===== config.mk =====
export PLATFORM = sky130hd
export DESIGN_NAME = irq_seq
export DESIGN_NICKNAME = d
export VERILOG_FILES = /design/src/rtl/irqseq_pkg.sv /design/src/rtl/irqseq_pick.sv /design/src/rtl/irqseq_ctrl.sv /design/src/rtl/irqseq_regs.sv /design/src/rtl/irq_seq.sv
export SDC_FILE = /design/constraint.sdc
export NUM_CORES = 1
export LEC_CHECK = 0
export ABC_AREA = 0
export BUFFER_PORTS_ARGS = -buffer_cell sky130_fd_sc_hd__buf_2
export CELL_PAD_IN_SITES_DETAIL_PLACEMENT = 0
export CELL_PAD_IN_SITES_GLOBAL_PLACEMENT = 1
export CORE_MARGIN = 4
export CORE_UTILIZATION = 35
export DETAILED_ROUTE_END_ITERATION = 12
export PLACE_DENSITY_LB_ADDON = 0.1
export REMOVE_ABC_BUFFERS = 1
export SKIP_CTS_REPAIR_TIMING = 1
export SLEW_MARGIN = 20
export SYNTH_ARGS = -nofsm -noshare
export SYNTH_HDL_FRONTEND = slang
export SYNTH_SLANG_ARGS = --single-unit

===== constraint.sdc =====
create_clock -name clk -period 2.5 [get_ports clk]
set_input_delay 0.5 -clock clk [delete_from_list [all_inputs] [get_ports clk]]
set_output_delay 0.5 -clock clk [all_outputs]
set_load 0.005 [all_outputs]

===== src/rtl/irqseq_pkg.sv =====
package irqseq_pkg;

    localparam int PC_W = 16;

    typedef enum logic [3:0] {
        SQ_RUN,
        SQ_PUSH_LO,
        SQ_PUSH_HI,
        SQ_LOAD_VEC,
        SQ_ENTRY_FETCH,
        SQ_POP_HI,
        SQ_POP_LO,
        SQ_LOAD_RET,
        SQ_RET_FETCH
    } seq_state_e;

    typedef struct packed {
        logic hold;
        logic push_lo;
        logic push_hi;
        logic ld_vec;
        logic pop_rd;
        logic cap_hi;
        logic ld_ret;
    } seq_ctl_t;

endpackage


===== src/rtl/irqseq_pick.sv =====
module irqseq_pick #(
    parameter int NSRC = 8,
    parameter int IDXW = $clog2(NSRC)
) (
    input  logic [NSRC-1:0] req,
    output logic            any,
    output logic [IDXW-1:0] idx
);
    always_comb begin
        any = |req;
        idx = '0;
        for (int i = NSRC - 1; i >= 0; i--) begin
            if (req[i]) idx = IDXW'(i);
        end
    end
endmodule


===== src/rtl/irqseq_ctrl.sv =====
module irqseq_ctrl
    import irqseq_pkg::*;
(
    input  logic       clk,
    input  logic       rst_n,
    input  logic       insn_done,
    input  logic       reti_go,
    input  logic       gie,
    input  logic       any_req,
    output logic       accept,
    output logic       ack,
    output seq_ctl_t   ctl
);
    seq_state_e state_q, state_d;

    // Acceptance is only possible from the run state; a return wins.
    assign accept = (state_q == SQ_RUN) && !reti_go && insn_done && gie && any_req;

    always_ff @(posedge clk) begin
        if (!rst_n) state_q <= SQ_RUN;
        else        state_q <= state_d;
    end

    always_comb begin
        state_d = state_q;
        unique case (state_q)
            SQ_RUN: begin
                if (reti_go)     state_d = SQ_POP_HI;
                else if (accept) state_d = SQ_PUSH_LO;
            end
            SQ_PUSH_LO:     state_d = SQ_PUSH_HI;
            SQ_PUSH_HI:     state_d = SQ_LOAD_VEC;
            SQ_LOAD_VEC:    state_d = SQ_ENTRY_FETCH;
            SQ_ENTRY_FETCH: state_d = SQ_RUN;
            SQ_POP_HI:      state_d = SQ_POP_LO;
            SQ_POP_LO:      state_d = SQ_LOAD_RET;
            SQ_LOAD_RET:    state_d = SQ_RET_FETCH;
            // The end of a return is not an acceptance point.
            SQ_RET_FETCH:   state_d = SQ_RUN;
            default:        state_d = SQ_RUN;
        endcase
    end

    always_comb begin
        ctl      = '0;
        ack      = 1'b0;
        ctl.hold = (state_q != SQ_RUN);
        unique case (state_q)
            SQ_PUSH_LO: begin
                ctl.push_lo = 1'b1;
                ack         = 1'b1;
            end
            SQ_PUSH_HI:  ctl.push_hi = 1'b1;
            SQ_LOAD_VEC: ctl.ld_vec  = 1'b1;
            SQ_POP_HI:   ctl.pop_rd  = 1'b1;
            SQ_POP_LO: begin
                ctl.pop_rd = 1'b1;
                ctl.cap_hi = 1'b1;
            end
            SQ_LOAD_RET: ctl.ld_ret = 1'b1;
            default: ;
        endcase
    end
endmodule


===== src/rtl/irqseq_regs.sv =====
module irqseq_regs
    import irqseq_pkg::*;
#(
    parameter int          NSRC       = 8,
    parameter int          IDXW       = $clog2(NSRC),
    parameter int          SPW        = 16,
    parameter int          VEC_STRIDE = 2,
    parameter logic [15:0] RESET_PC   = 16'h0000,
    parameter logic [SPW-1:0] SP_RESET = SPW'(16'h00FF)
) (
    input  logic             clk,
    input  logic             rst_n,
    input  seq_ctl_t         ctl,
    input  logic             accept,
    input  logic [IDXW-1:0]  pick_idx,
    input  logic [PC_W-1:0]  vec_base,
    input  logic             ie_set,
    input  logic             ie_clr,
    input  logic             core_pc_we,
    input  logic [PC_W-1:0]  core_pc_wd,
    input  logic             core_sp_we,
    input  logic [SPW-1:0]   core_sp_wd,
    input  logic [7:0]       stk_rdata,
    output logic [PC_W-1:0]  pc,
    output logic [SPW-1:0]   sp,
    output logic             gie,
    output logic [IDXW-1:0]  idx_q,
    output logic [SPW-1:0]   stk_addr,
    output logic [7:0]       stk_wdata,
    output logic             stk_wr,
    output logic             stk_rd
);
    logic [7:0]      hi_q;
    logic [PC_W-1:0] vec_addr;

    assign vec_addr  = vec_base + PC_W'(idx_q) * PC_W'(VEC_STRIDE);
    assign stk_wr    = ctl.push_lo | ctl.push_hi;
    assign stk_rd    = ctl.pop_rd;
    assign stk_addr  = ctl.pop_rd ? sp + SPW'(1) : sp;
    assign stk_wdata = ctl.push_hi ? pc[15:8] : pc[7:0];

    always_ff @(posedge clk) begin
        if (!rst_n) begin
            pc    <= RESET_PC;
            sp    <= SP_RESET;
            gie   <= 1'b0;
            hi_q  <= '0;
            idx_q <= '0;
        end else begin
            if (ctl.hold) begin
                if (stk_wr)     sp   <= sp - SPW'(1);
                if (ctl.pop_rd) sp   <= sp + SPW'(1);
                if (ctl.cap_hi) hi_q <= stk_rdata;
                if (ctl.ld_vec) pc   <= vec_addr;
                if (ctl.ld_ret) pc   <= {hi_q, stk_rdata};
                if (ctl.push_lo) gie <= 1'b0;
                if (ctl.ld_ret)  gie <= 1'b1;
            end else begin
                if (core_pc_we) pc <= core_pc_wd;
                if (core_sp_we) sp <= core_sp_wd;
                if (ie_clr)      gie <= 1'b0;
                else if (ie_set) gie <= 1'b1;
            end
            if (accept) idx_q <= pick_idx;
        end
    end
endmodule


===== src/rtl/irq_seq.sv =====
module irq_seq
    import irqseq_pkg::*;
#(
    parameter int          NSRC       = 8,
    parameter int          IDXW       = $clog2(NSRC),
    parameter int          SPW        = 16,
    parameter int          VEC_STRIDE = 2,
    parameter logic [15:0] RESET_PC   = 16'h0000,
    parameter logic [SPW-1:0] SP_RESET = SPW'(16'h00FF)
) (
    input  logic            clk,
    input  logic            rst_n,
    input  logic [NSRC-1:0] irq_req,
    output logic            irq_ack,
    output logic [IDXW-1:0] irq_ack_idx,
    input  logic [15:0]     vec_base,
    input  logic            insn_done,
    input  logic            reti_go,
    input  logic            ie_set,
    input  logic            ie_clr,
    input  logic            core_pc_we,
    input  logic [15:0]     core_pc_wd,
    input  logic            core_sp_we,
    input  logic [SPW-1:0]  core_sp_wd,
    output logic [SPW-1:0]  stk_addr,
    output logic            stk_wr,
    output logic            stk_rd,
    output logic [7:0]      stk_wdata,
    input  logic [7:0]      stk_rdata,
    output logic [15:0]     pc,
    output logic [SPW-1:0]  sp,
    output logic            gie,
    output logic            hold
);
    logic            any_req;
    logic [IDXW-1:0] pick_idx;
    logic            accept;
    seq_ctl_t        ctl;

    irqseq_pick #(.NSRC(NSRC), .IDXW(IDXW)) u_pick (
        .req (irq_req),
        .any (any_req),
        .idx (pick_idx)
    );

    irqseq_ctrl u_ctrl (
        .clk       (clk),
        .rst_n     (rst_n),
        .insn_done (insn_done),
        .reti_go   (reti_go),
        .gie       (gie),
        .any_req   (any_req),
        .accept    (accept),
        .ack       (irq_ack),
        .ctl       (ctl)
    );

    irqseq_regs #(
        .NSRC(NSRC), .IDXW(IDXW), .SPW(SPW), .VEC_STRIDE(VEC_STRIDE),
        .RESET_PC(RESET_PC), .SP_RESET(SP_RESET)
    ) u_regs (
        .clk        (clk),
        .rst_n      (rst_n),
        .ctl        (ctl),
        .accept     (accept),
        .pick_idx   (pick_idx),
        .vec_base   (vec_base),
        .ie_set     (ie_set),
        .ie_clr     (ie_clr),
        .core_pc_we (core_pc_we),
        .core_pc_wd (core_pc_wd),
        .core_sp_we (core_sp_we),
        .core_sp_wd (core_sp_wd),
        .stk_rdata  (stk_rdata),
        .pc         (pc),
        .sp         (sp),
        .gie        (gie),
        .idx_q      (irq_ack_idx),
        .stk_addr   (stk_addr),
        .stk_wdata  (stk_wdata),
        .stk_wr     (stk_wr),
        .stk_rd     (stk_rd)
    );

    assign hold = ctl.hold;
endmodule


==> impl_summary.log <==
INFO  metric status = finished, final reports clean
INFO  metric global_route.overflow_total = 0
INFO  metric pin_count = between 100 and 150
INFO  metric clk_pin_slew_worst_paths = 100 ps
INFO  metric grt_setup_unrepaired = false
INFO  metric cts_sinks = between 40 and 50
INFO  metric floorplan.initialDensity = 35.65%
INFO  metric drive_above_1_share = a little under a third
INFO  metric synthMuxAreaShare = 4.918%
INFO  metric place_congestion = roughly 0.85
INFO  metric floorplan.core_area = ~10000 sq um
INFO  metric wl_per_cell = about 17 um
INFO  metric dr_total_vias = between 4000 and 5000
INFO  metric clk-insertion-delay-late = 300 ps
INFO  metric area_growth = 27.25%
INFO  metric synth-adder-area-share = 2.254%
INFO  metric criticalPathCategory = reg2out
INFO  metric max_slew.worst_pin.slew = approximately 660 ps
INFO  metric worst_ir_drop_vdd = between 0.2 and 0.3 mV
INFO  metric hold_class = in2reg
INFO  metric setup_viol = 0
INFO  metric synth-seq-area-share = 26.23%
INFO  metric cts_inserted_buffers = 5
INFO  metric cpPeakStageDelay = about 430 ps
INFO  metric detailedRoute.firstPassIterationCount = 5
INFO  metric timing.final.max_slew_violations = 0
INFO  metric ctsLongestPathBuffers = 2
INFO  metric period_minus_slack = between 2000 and 2500 ps
INFO  metric detail_route.wirelength = approximately 13000 um
INFO  metric drt_first_iter_violations = ~260
INFO  metric cp_cell_sequence = xnor2_1, nor4_4, buf_4, and3_1, xor2_1, buf_2
INFO  metric synth-edff-count = 0
INFO  metric synthTopCellsByCount = sky130_fd_sc_hd__nand2_1 (50), sky130_fd_sc_hd__dfxtp_1 (48), sky130_fd_sc_hd__nor2_1 (44)
INFO  metric synth.lib_cells_used.distinct = between 60 and 70
INFO  metric finish.instance_area = between 4000 and 5000 sq um
INFO  metric synth_top_area_cells = sky130_fd_sc_hd__dfxtp_1 (26%), sky130_fd_sc_hd__nand2_1 (5.1%), sky130_fd_sc_hd__o21ai_0 (4.9%)
INFO  metric synthCells = 495
INFO  metric first_pass_grt_wire_length = between 20000 and 25000 um
INFO  metric clock_tree.root_cell = sky130_fd_sc_hd__clkbuf_8
INFO  metric first_global_vias = 4041
INFO  metric fin_worst_skew = just over 5 ps
INFO  metric vias_per_cell = between 5 and 6
INFO  metric detailed_place_hpwl = roughly 9300 um
INFO  metric synth_top_family_by_area = simple AND/OR/NAND/NOR gates
INFO  metric max-slew-margin-rel = a little under three fifths
INFO  metric timing.critical_path.to_type = output port
INFO  metric cp.arrival = around 1900 ps
INFO  metric die_y = approximately 110 um
INFO  metric drc_errors = 0
INFO  metric final.setup.tns = 0 ps
INFO  metric ys_warn_count = 0
INFO  metric design.final.nets = roughly 700
INFO  metric critical-path-slowest-cell = sky130_fd_sc_hd__dfxtp_2
INFO  metric fmax = roughly 0.42 GHz
INFO  metric maximum_number_of_pins_on_one_net_before_global_route_repair = 38
INFO  metric compound_gate_portion_of_the_synthesized_area = ~23%
INFO  metric power_leakage = 0.002067 uW
INFO  metric timing.critical_path.required = about 2000 ps
INFO  metric yosys_top_cell_by_area = sky130_fd_sc_hd__dfxtp_1
INFO  metric synth.top_cell.area_share = about a quarter
INFO  metric grt_busiest_layer = met2
INFO  metric hold_viol_final = 0
INFO  metric cell_area_after_synthesis = approximately 3700 sq um
INFO  metric final_antenna_net_count = 0
INFO  metric grtUsageTotal = between 20% and 30%
INFO  metric timing.critical_path.fanout_max = 8
INFO  metric io_buffers = approximately 140
INFO  metric yosys.area_share.xor_xnor = between 8 and 9%
INFO  metric fp.dieArea = about 12000 sq um
INFO  metric cts_tree = built
INFO  metric max_cap_violations = 0
INFO  metric synth_area_per_cell = ~7.4 sq um
INFO  metric synth.most_common_cell = sky130_fd_sc_hd__nand2_1
INFO  metric global_route.usage.met2 = a little over a third
INFO  metric power.density_cell_area = 629.0 nW/um^2
INFO  metric critPathLaunchType = flop
INFO  metric antenna_cells_inserted = 0
INFO  metric synth_simple_gate_area_share = just under 30%
INFO  metric postSynthRegisterBits = 48
INFO  metric synth-main-ff-cell = sky130_fd_sc_hd__dfxtp_1
INFO  metric rows = 37
INFO  metric globalRouteMet3Util = 2.912%
INFO  metric finalCritPeriodShare = a little over nine tenths
INFO  metric placement.cell_area = 4542 sq um
INFO  metric post_synth_arst_share = 0%
INFO  metric die_width = 110.3 um
INFO  metric grt_antenna_before_repair = 0
INFO  metric cts_max_level = 2
INFO  metric global_route.usage.met1 = 28.60%
==> stage by stage <==
stage	setup WS, ps	utilization (%)	power (uW)	hold slack, ps	std cells
floorplan	-1177	-	1827	470.5	456
global placement	179.2	44.19	2454	472.0	752
detailed placement	101.1	44.19	2467	475.8	752
CTS	-140.9	44.98	2950	441.5	759
global route	9.408	45.36	3195	456.8	760
finish	107.3	45.36	2932	447.9	760
==> placed cells by master (no fill, tap or decap), types with 8 or more instances in the layout <==
cell type and instances:
sky130_fd_sc_hd__xor2_1 16, sky130_fd_sc_hd__dfxtp_1 43, sky130_fd_sc_hd__buf_2 135, sky130_fd_sc_hd__xnor2_1 18
sky130_fd_sc_hd__nand4_1 14, sky130_fd_sc_hd__buf_4 26, sky130_fd_sc_hd__nor2b_1 13, sky130_fd_sc_hd__o21ai_0 36
sky130_fd_sc_hd__mux2_2 8, sky130_fd_sc_hd__nand2_1 48, sky130_fd_sc_hd__nor3_1 15, sky130_fd_sc_hd__nand3_1 33
sky130_fd_sc_hd__a21oi_1 28, sky130_fd_sc_hd__nor2_1 44, sky130_fd_sc_hd__o211ai_1 13, sky130_fd_sc_hd__mux2i_1 9
sky130_fd_sc_hd__inv_1 11
==> critical path, delay by kind of cell (launching register included) <==
family | cells | cell delay, ps
and+or+nand+nor | 2 | 510
DFF | 1 | 430
xor gates and xnor gates | 2 | 330
buffers and inverters | 2 | 330
==> final timing paths <==
kind / start / endpoint / slack, ps / depth (start not counted)
max reg2reg: u_regs.idx_q[0]$_SDFFE_PN0P_ / u_regs.pc[9]$_SDFFE_PN0P_ / 280 / 9
max: u_ctrl.state_q[1]$_SDFFE_PN0P_ / stk_addr[11] / 110 / 6
min: ie_set / u_regs.gie$_SDFFE_PN0P_ / 450 / 3
min reg2reg: u_regs.pc[3]$_SDFFE_PN0P_ / u_regs.pc[3]$_SDFFE_PN0P_ / 490 / 2
==> registers in the layout (all words and copies together) (netlist names) <==
signal,cells
u_ctrl.state_q,4
u_regs.gie,1
u_regs.hi_q,8
u_regs.idx_q,3
u_regs.pc,16
u_regs.sp,16
==> power breakdown <==
| part | internal (uW) | switching (uW) | leakage (uW) |
|---|---|---|---|
| sequential | 884 | 152 | 0.000394 |
| clock | 191 | 283 | 0.0000400 |
| combinational | 609 | 814 | 0.00163 |
==> layout make-up <==
type	count	area, sq um
clock inverters	2	12.51
clock buffers	5	68.82
multi-input cells	395	2521
repair buffers	161	870.8
flip-flops and latches	48	967.2
well taps	136	170.2
inverters	13	51.30
fillers	1125	5615
==> per-layer routing <==
| metal | up-vias | routed length, um |
|---|---|---|
| li1 | 2048 | - |
| met1 | 1906 | 5760 |
| met2 | 130 | 6036 |
| met3 | 10 | 697 |
| met4 | 0 | 129 |
| met5 | - | 0 |
==> logic make-up after synthesis <==
family,Yosys count
XOR/XNOR,35
AO/OA/AOI/OAI,128
adder cells (fa/ha/maj),6
flip-flops,48
buffers and inverters,52
multiplexers,17
AND/OR/NAND/NOR,209
(Power assumes the default switching activity.)
